<file path="src/rtl/spi_prg_pkg.sv">
package spi_prg_pkg;

    localparam int ADDR_W        = 5;
    localparam int DATA_W        = 8;
    localparam int PRG_BYTES_DEF = 6;
    localparam int SHB_BYTES_DEF = 8;

    localparam logic [ADDR_W-1:0] A_CMD   = 5'h00;
    localparam logic [ADDR_W-1:0] A_CNT   = 5'h01;
    localparam logic [1:0]        WIN_PRG = 2'b01;
    localparam logic [1:0]        WIN_SHB = 2'b10;

    localparam int TRG_RD   = 0;
    localparam int TRG_RDSR = 1;
    localparam int TRG_PRG  = 2;
    localparam int TRG_WR   = 4;
    localparam int TRG_WRSR = 5;
    localparam int FLG_AINC = 7;

    localparam logic [DATA_W-1:0] CMD_WR_MASK   = 8'hB7;
    localparam logic [DATA_W-1:0] CMD_KEEP_MASK = 8'h80;

    typedef enum logic [2:0] {
        RK_NONE,
        RK_CMD,
        RK_CNT,
        RK_PRG,
        RK_SHB
    } reg_kind_e;

    typedef struct packed {
        reg_kind_e  kind;
        logic [2:0] idx;
    } reg_sel_t;

    typedef enum logic [2:0] {
        EN_IDLE,
        EN_LOW,
        EN_HIGH,
        EN_TAIL,
        EN_SKIP
    } eng_state_e;

    function automatic reg_sel_t decode_addr(input logic [ADDR_W-1:0] a);
        reg_sel_t s;
        s.idx = a[2:0];
        if (a == A_CMD)
            s.kind = RK_CMD;
        else if (a == A_CNT)
            s.kind = RK_CNT;
        else if (a[4:3] == WIN_PRG)
            s.kind = RK_PRG;
        else if (a[4:3] == WIN_SHB)
            s.kind = RK_SHB;
        else
            s.kind = RK_NONE;
        return s;
    endfunction

    function automatic logic count_ok(input logic [DATA_W-1:0] c, input int max_bits);
        return (c != '0) && (int'(c) <= max_bits);
    endfunction

endpackage

</file>
<file path="src/rtl/prg_tick.sv">
module prg_tick #(
    parameter  int HALF_DIV = 2,
    localparam int CW       = (HALF_DIV > 1) ? $clog2(HALF_DIV) : 1
) (
    input  logic clk,
    input  logic rst,
    input  logic clr_i,
    output logic tick_o
);
    localparam logic [CW-1:0] LAST = CW'(HALF_DIV - 1);

    logic [CW-1:0] cnt_q;

    assign tick_o = (cnt_q == LAST);

    always_ff @(posedge clk) begin
        if (rst || clr_i)
            cnt_q <= '0;
        else if (tick_o)
            cnt_q <= '0;
        else
            cnt_q <= cnt_q + 1'b1;
    end

    a_r5_count_bounded: assert property (@(posedge clk) disable iff (rst)
        cnt_q <= LAST);

endmodule

</file>
<file path="src/rtl/prg_regfile.sv">
module prg_regfile import spi_prg_pkg::*; #(
    parameter  int PRG_BYTES = PRG_BYTES_DEF,
    parameter  int SHB_BYTES = SHB_BYTES_DEF,
    localparam int MAX_BITS  = 8 * SHB_BYTES,
    localparam int PAD_BITS  = MAX_BITS - 8 * PRG_BYTES
) (
    input  logic                clk,
    input  logic                rst,
    input  logic                reg_we,
    input  logic [ADDR_W-1:0]   reg_addr,
    input  logic [DATA_W-1:0]   reg_wdata,
    output logic [DATA_W-1:0]   reg_rdata,
    input  logic                busy_i,
    input  logic                done_i,
    input  logic [MAX_BITS-1:0] rx_vec_i,
    output logic                go_o,
    output logic                frame_o,
    output logic [DATA_W-1:0]   count_o,
    output logic [MAX_BITS-1:0] out_vec_o,
    output logic [DATA_W-1:0]   cmd_o
);
    logic [DATA_W-1:0] cmd_q;
    logic [DATA_W-1:0] cnt_q;
    logic [DATA_W-1:0] prg_q [PRG_BYTES];
    reg_sel_t          sel;

    assign sel     = decode_addr(reg_addr);
    assign go_o    = reg_we && (sel.kind == RK_CMD) && !busy_i;
    assign frame_o = reg_wdata[TRG_PRG];
    assign count_o = cnt_q;
    assign cmd_o   = cmd_q;

    // Highest program index forms the first byte on the wire.
    for (genvar g = 0; g < PRG_BYTES; g++) begin : g_pack
        assign out_vec_o[MAX_BITS - 8*(PRG_BYTES - g) +: 8] = prg_q[g];
    end
    if (PAD_BITS > 0) begin : g_pad
        assign out_vec_o[PAD_BITS-1:0] = '0;
    end

    always_ff @(posedge clk) begin
        if (rst) begin
            cmd_q <= '0;
            cnt_q <= '0;
            for (int i = 0; i < PRG_BYTES; i++)
                prg_q[i] <= '0;
        end else begin
            if (go_o)
                cmd_q <= reg_wdata & CMD_WR_MASK;
            else if (done_i)
                cmd_q <= cmd_q & CMD_KEEP_MASK;
            if (reg_we && sel.kind == RK_CNT)
                cnt_q <= reg_wdata;
            for (int i = 0; i < PRG_BYTES; i++)
                if (reg_we && sel.kind == RK_PRG && sel.idx == i[2:0])
                    prg_q[i] <= reg_wdata;
        end
    end

    always_comb begin
        reg_rdata = '0;
        case (sel.kind)
            RK_CMD: reg_rdata = cmd_q;
            RK_CNT: reg_rdata = cnt_q;
            RK_PRG: begin
                for (int i = 0; i < PRG_BYTES; i++)
                    if (sel.idx == i[2:0])
                        reg_rdata = prg_q[i];
            end
            RK_SHB: begin
                for (int i = 0; i < SHB_BYTES; i++)
                    if (sel.idx == i[2:0])
                        reg_rdata = rx_vec_i[8*i +: 8];
            end
            default: reg_rdata = '0;
        endcase
    end

    // nothing but an accepted write or a completion moves the command register
    a_r11_cmd_hold_busy: assert property (@(posedge clk) disable iff (rst)
        (busy_i && !done_i) |=> $stable(cmd_q));

    // completion leaves the auto-increment flag as it was
    a_r10_ainc_kept: assert property (@(posedge clk) disable iff (rst)
        done_i |=> $stable(cmd_q[FLG_AINC]));

endmodule

</file>
<file path="src/rtl/prg_engine.sv">
module prg_engine import spi_prg_pkg::*; #(
    parameter  int MAX_BITS = 64,
    parameter  int HALF_DIV = 2,
    localparam int BW       = $clog2(MAX_BITS + 1)
) (
    input  logic                clk,
    input  logic                rst,
    input  logic                go_i,
    input  logic                frame_i,
    input  logic [DATA_W-1:0]   count_i,
    input  logic [MAX_BITS-1:0] tx_vec_i,
    input  logic                miso_i,
    output logic                sck_o,
    output logic                cs_n_o,
    output logic                mosi_o,
    output logic                busy_o,
    output logic                done_o,
    output logic [MAX_BITS-1:0] rx_vec_o
);
    eng_state_e        st_q;
    logic [MAX_BITS-1:0] tx_q;
    logic [MAX_BITS-1:0] rx_q;
    logic [BW-1:0]     nbits_q;
    logic [BW-1:0]     idx_q;
    logic              sck_q;
    logic              cs_n_q;
    logic              tail_q;
    logic              tick;
    logic              accept;
    logic              start_ok;
    logic              shifting;

    assign accept   = go_i && (st_q == EN_IDLE);
    assign start_ok = frame_i && count_ok(count_i, MAX_BITS);
    assign shifting = (st_q == EN_LOW) || (st_q == EN_HIGH);

    prg_tick #(.HALF_DIV(HALF_DIV)) u_tick (
        .clk    (clk),
        .rst    (rst),
        .clr_i  (accept),
        .tick_o (tick)
    );

    always_ff @(posedge clk) begin
        if (rst) begin
            st_q    <= EN_IDLE;
            tx_q    <= '0;
            rx_q    <= '0;
            nbits_q <= '0;
            idx_q   <= '0;
            sck_q   <= 1'b0;
            cs_n_q  <= 1'b1;
            tail_q  <= 1'b0;
        end else begin
            case (st_q)
                EN_IDLE: begin
                    if (accept) begin
                        if (start_ok) begin
                            tx_q    <= tx_vec_i;
                            rx_q    <= '0;
                            nbits_q <= BW'(count_i);
                            idx_q   <= '0;
                            cs_n_q  <= 1'b0;
                            st_q    <= EN_LOW;
                        end else begin
                            st_q <= EN_SKIP;
                        end
                    end
                end
                EN_LOW: begin
                    if (tick) begin
                        sck_q <= 1'b1;
                        rx_q  <= {rx_q[MAX_BITS-2:0], miso_i};
                        st_q  <= EN_HIGH;
                    end
                end
                EN_HIGH: begin
                    if (tick) begin
                        sck_q <= 1'b0;
                        if (idx_q == nbits_q - 1'b1) begin
                            tail_q <= 1'b0;
                            st_q   <= EN_TAIL;
                        end else begin
                            idx_q <= idx_q + 1'b1;
                            tx_q  <= {tx_q[MAX_BITS-2:0], 1'b0};
                            st_q  <= EN_LOW;
                        end
                    end
                end
                EN_TAIL: begin
                    if (tick) begin
                        if (tail_q) begin
                            cs_n_q <= 1'b1;
                            st_q   <= EN_IDLE;
                        end else begin
                            tail_q <= 1'b1;
                        end
                    end
                end
                EN_SKIP: st_q <= EN_IDLE;
                default: st_q <= EN_IDLE;
            endcase
        end
    end

    assign sck_o    = sck_q;
    assign cs_n_o   = cs_n_q;
    assign mosi_o   = shifting ? tx_q[MAX_BITS-1] : 1'b0;
    assign busy_o   = (st_q != EN_IDLE);
    assign done_o   = (st_q == EN_SKIP) || ((st_q == EN_TAIL) && tick && tail_q);
    assign rx_vec_o = rx_q;

    // clock parked low outside a selected frame
    a_r4_sck_low_deselected: assert property (@(posedge clk) disable iff (rst)
        cs_n_q |-> !sck_q);

    // data line does not move on a rising clock edge
    a_r4_mosi_hold_rise: assert property (@(posedge clk) disable iff (rst)
        $rose(sck_q) |-> $stable(mosi_o));

    // a rejected or non-shifting command never selects the device
    a_r8_skip_no_select: assert property (@(posedge clk) disable iff (rst)
        (st_q == EN_SKIP) |-> cs_n_q);

    // bit position stays inside the programmed length
    a_r3_bit_in_range: assert property (@(posedge clk) disable iff (rst)
        shifting |-> (idx_q < nbits_q));

    // trailing period keeps the device selected with the clock low
    a_r5_tail_quiet: assert property (@(posedge clk) disable iff (rst)
        (st_q == EN_TAIL) |-> (!sck_q && !cs_n_q));

endmodule

</file>
<file path="src/rtl/spi_prg_shifter.sv">
module spi_prg_shifter import spi_prg_pkg::*; #(
    parameter  int PRG_BYTES = PRG_BYTES_DEF,
    parameter  int SHB_BYTES = SHB_BYTES_DEF,
    parameter  int HALF_DIV  = 2,
    localparam int MAX_BITS  = 8 * SHB_BYTES
) (
    input  logic              clk,
    input  logic              rst,
    input  logic              reg_we,
    input  logic [ADDR_W-1:0] reg_addr,
    input  logic [DATA_W-1:0] reg_wdata,
    output logic [DATA_W-1:0] reg_rdata,
    output logic              spi_sck,
    output logic              spi_cs_n,
    output logic              spi_mosi,
    input  logic              spi_miso
);
    logic                busy;
    logic                done;
    logic                go;
    logic                frame;
    logic [DATA_W-1:0]   count;
    logic [DATA_W-1:0]   cmd;
    logic [MAX_BITS-1:0] out_vec;
    logic [MAX_BITS-1:0] rx_vec;

    prg_regfile #(
        .PRG_BYTES (PRG_BYTES),
        .SHB_BYTES (SHB_BYTES)
    ) u_regs (
        .clk       (clk),
        .rst       (rst),
        .reg_we    (reg_we),
        .reg_addr  (reg_addr),
        .reg_wdata (reg_wdata),
        .reg_rdata (reg_rdata),
        .busy_i    (busy),
        .done_i    (done),
        .rx_vec_i  (rx_vec),
        .go_o      (go),
        .frame_o   (frame),
        .count_o   (count),
        .out_vec_o (out_vec),
        .cmd_o     (cmd)
    );

    prg_engine #(
        .MAX_BITS (MAX_BITS),
        .HALF_DIV (HALF_DIV)
    ) u_eng (
        .clk      (clk),
        .rst      (rst),
        .go_i     (go),
        .frame_i  (frame),
        .count_i  (count),
        .tx_vec_i (out_vec),
        .miso_i   (spi_miso),
        .sck_o    (spi_sck),
        .cs_n_o   (spi_cs_n),
        .mosi_o   (spi_mosi),
        .busy_o   (busy),
        .done_o   (done),
        .rx_vec_o (rx_vec)
    );

    // a selected device always has the programmed trigger showing
    a_r7_trigger_covers_frame: assert property (@(posedge clk) disable iff (rst)
        !spi_cs_n |-> cmd[TRG_PRG]);

    // deselect and trigger release happen on one edge
    a_r7_clear_with_deselect: assert property (@(posedge clk) disable iff (rst)
        $rose(spi_cs_n) |-> !cmd[TRG_PRG]);

endmodule

</file>
<file path="config.mk">
export PLATFORM = sky130hd
export DESIGN_NAME = spi_prg_shifter
export DESIGN_NICKNAME = d
export VERILOG_FILES = /design/src/rtl/spi_prg_pkg.sv /design/src/rtl/prg_tick.sv /design/src/rtl/prg_regfile.sv /design/src/rtl/prg_engine.sv /design/src/rtl/spi_prg_shifter.sv
export SDC_FILE = /design/constraint.sdc
export NUM_CORES = 1
export LEC_CHECK = 0
export BUFFER_PORTS_ARGS = -buffer_cell sky130_fd_sc_hd__buf_2
export CAP_MARGIN = 20
export CORE_MARGIN = 5
export CORE_UTILIZATION = 30
export CTS_CLUSTER_SIZE = 10
export DETAILED_ROUTE_END_ITERATION = 8
export GPL_TIMING_DRIVEN = 0
export PLACE_DENSITY = 0.53
export SETUP_SLACK_MARGIN = 0.5
export SYNTH_ARGS = -nofsm -noshare
export SYNTH_HDL_FRONTEND = slang
export SYNTH_SLANG_ARGS = --single-unit
</file>
<file path="constraint.sdc">
create_clock -name clk -period 2.4 [get_ports clk]
set_input_delay 0.24 -clock clk [delete_from_list [all_inputs] [get_ports clk]]
set_output_delay 0.24 -clock clk [all_outputs]
set_load 0.02 [all_outputs]
</file>
==> impl_metrics.py <==
metrics = {
    "outcome": {
        "status": "complete, but fails checks",
        "violations": "setup timing",
    },
    "drt": {
        "drc": 0,
        "ant_nets": 0,
        "wirelength_mm": 30.6,
        "vias": 7853,
        "drtPass1Iterations": 6,
        "routedWlPerCell_um": 20.6,
        "drt-initial-drc-count": 694,
        "vias_per_cell": 5.30,
    },
    "critical_path": {
        "critPathKind": "register to register",
        "cp-start-kind": "register",
        "crit_family": "simple AND/OR/NAND/NOR gates",
        "cp-end-kind": "register",
        "cp.required_ns": 2.69,
        "path_buf_inv": 4,
        "worstPathMaxFanout": 8,
        "max_stage_delay_ns": 0.53,
        "cp.arrival_ns": 2.87,
        "cpMaxStageDelayCell": "or4_4",
        "crit_chain": "or4_4, o31a_1, o41ai_4, buf_4, and3b_1, buf_6, buf_12, clkbuf_16, mux2i_1, nor2_1",
    },
    "timing": {
        "drv_slew": 0,
        "hold_violations": 0,
        "max_freq_ghz": 0.388,
        "final-setup-viol-count": 132,
        "relSlewSlack_pct": 45.3,
        "tightest_slew_ns": 0.818,
        "final.setup.worst_slack_ns": -0.176,
        "tns_ns": -14.38,
        "rsz0062_at_grt": "true",
        "fin_skew_ns": 0.0123,
        "fin_crit_sh_pct": 107,
        "fin_crit_ns": 2.58,
    },
    "logic_synthesis": {
        "async_reset_ff_share_pct": 0,
        "yosys.area.top_type": "dfxtp_1",
        "syn_area_um2": 9530,
        "yosysMostFrequentCell": "dfxtp_1",
        "syn_nets": 971,
        "syn_area_per_cell_um2": 10.0,
        "synthDominantCellAreaShare_pct": 30.9,
        "synth_edf_count": 48,
        "synth_top_cells_by_count": "147 x dfxtp_1, 118 x mux2i_1, 102 x nor2_1",
        "synth_flop_cell": "dfxtp_1",
        "synth_seq_area_share_pct": 46.0,
        "synth-seq-cells": 195,
        "ys_warn_count": 0,
        "synth_cells": 952,
        "synthDistinctLibCells": 53,
        "synth_area_leaders": "dfxtp_1 31%, edfxtp_1 15%, mux2i_1 12%",
    },
    "global_route": {
        "grt_pass1_wl_mm": 45.9,
        "grt_pass1_vias": 7576,
        "grt_use_total_pct": 16.7,
        "grt_max_degree": 21,
        "antenna_found_initial": 0,
        "grt_overflow_total": 0,
    },
    "cells_and_area": {
        "fin_util_pct": 41.0,
        "areaGrowthSynthToFinish_pct": 35.6,
        "n_antenna_cell": 0,
        "layout-drive-gt1-share_pct": 35.6,
        "fill_cells": 2987,
        "layout.nets": 1085,
    },
    "power": {
        "ir_drop_uv": 484,
        "leakagePower_nw": 5.00,
        "power_density_nw_per_um2": 624,
        "power_switching_mw": 2.46,
        "p_comb_share_pct": 19.0,
        "swShare_pct": 30.6,
        "seqPwrFrac_pct": 43.8,
        "clockPowerShare_pct": 37.2,
        "intPower_mw": 5.59,
    },
    "clock_network": {
        "clk_pin_slew_ns": 0.08,
        "htree_levels": 4,
        "clk_latency_ns": 0.45,
        "hold_buffers": 0,
        "cts_tree": "done",
        "cts.sinks": 195,
        "clockBufferDepth": 2,
        "ctsRootBufferMaster": "clkbuf_16",
        "numCtsBuffers": 17,
    },
    "placed_design": {
        "portBuffers": 24,
        "dp_hpwl_mm": 21.0,
        "globalplace.congestion": 0.854,
    },
    "floorplanning": {
        "initial_core_util_pct": 30.3,
        "die_x_um": 188,
        "coreArea_um2": 31500,
        "chipHeight_um": 188,
        "rows": 65,
        "die_area_um2": 35400,
        "io_pins": 28,
    },
    "flow_run": {
        "drv_cap": 0,
    },
    "worst_hold_path": {
        "hp-class": "input port to register",
    },
}
placed cells by master (no fill, tap or decap), types with 21 or more instances in the layout:
cell,synthesis,final
dfxtp_2,0,33
mux2i_1,118,114
and3_1,66,65
dfxtp_1,147,111
buf_4,3,37
buf_12,3,21
nand2_1,43,30
edfxtp_1,48,48
and2_1,48,45
clkbuf_1,60,40
buf_6,7,26
nor2_1,102,98
a21oi_2,0,44
clkbuf_16,0,26
a211oi_2,0,33
path summary, 6_finish.rpt:
| path | startpoint | end | slack [ns] | cells past startpoint |
|---|---|---|---|---|
| setup reg to reg | u_regs.count_o[1] | u_eng.rx_vec_o[55] | -0.18 | 10 |
| hold / removal | spi_miso | u_eng.rx_vec_o[0] | 0.11 | 3 |
| setup / recovery | u_regs.count_o[1] | u_eng.rx_vec_o[55] | -0.18 | 10 |
| hold reg to reg | u_eng.rx_vec_o[63] | u_eng.rx_vec_o[63] | 0.49 | 2 |
registers in the layout, indices dropped and copies added, names as in the netlist:
| name | flops |
|---|---|
| u_regs.prg_q | 48 |
| u_eng.st_q | 3 |
| u_eng.tail_q | 1 |
| u_eng.tx_q | 48 |
| u_regs.cmd_o | 6 |
| u_eng.sck_o | 1 |
| u_eng.idx_q | 7 |
| u_eng.nbits_q | 7 |
| u_eng.u_tick.tick_o | 1 |
| u_regs.count_o | 8 |
| u_eng.cs_n_o | 1 |
| u_eng.rx_vec_o | 64 |
through the flow:
step / total power [mW] / area [um2] / worst slack [ns] / instances / hold WS (ns)
6_report: 8.06 / 12900 / -0.176 / 1481 / 0.111
4_1_cts: 7.89 / 12100 / -0.217 / 1454 / 0.0814
5_1_grt: 8.37 / 12900 / -0.275 / 1481 / 0.0988
3_5_place_dp: 4.72 / 10600 / -0.315 / 1378 / 0.466
2_1_floorplan: 4.35 / 9950 / 0.0435 / 952 / 0.380
3_3_place_gp: 4.71 / 10600 / -0.351 / 1378 / 0.470
timing repair:
action                                  in CTS  in global routing
endpoints found under the hold margin        0                  0
cloned                                       9                  4
pin swaps                                   27                 29
gates resized for setup                    119                123
buffers inserted                            35                 23
endpoints found under the setup margin     188                164
cells by family after synthesis:
logic type / Yosys count / share of synthesized area [%]
and+or+nand+nor: 324 / 17.3
DFF: 195 / 46.0
AOI/OAI and AO/OA: 184 / 12.6
muxes: 147 / 18.2
buffers and inverters: 92 / 4.91
xor gates and xnor gates: 8 / 0.735
adders and majority gates: 2 / 0.263
cell type report:
| type | instances | area (um2) | share of cell area (%) |
|---|---|---|---|
| clock inverters | 15 | 186 | 1.44 |
| clock buffers | 17 | 425 | 3.29 |
| repair buffers | 95 | 1110 | 8.61 |
| multi-input cells | 665 | 5420 | 42.0 |
| plain buffers | 86 | 808 | 6.26 |
| inverters | 6 | 22.5 | 0.174 |
| well taps | 402 | 503 | 3.89 |
| flip-flops and latches | 195 | 4440 | 34.3 |
routing by layer:
metal	global-route usage [%]	routed length, um	vias to the layer above
li1	-	-	3721
met1	23.1	14100	3920
met2	27.3	14900	193
met3	2.96	1270	19
met4	3.73	282	0
met5	0	0	-
power groups by stage:
stage / clock (mW) / sequential, mW / combinational (mW)
2_1_floorplan: 0 / 3.56 / 0.797
3_3_place_gp: 0 / 3.60 / 1.12
3_5_place_dp: 0 / 3.60 / 1.12
4_1_cts: 3.06 / 3.52 / 1.31
5_1_grt: 3.20 / 3.54 / 1.63
6_report: 3.00 / 3.53 / 1.53
tightest hold or removal path: cells and delay by family:
family	cells	cell delay, ns
compound gates	1	0.04
buf+inv	1	0.13
simple gates	1	0.08
Power figures use the tool's default switching activity.
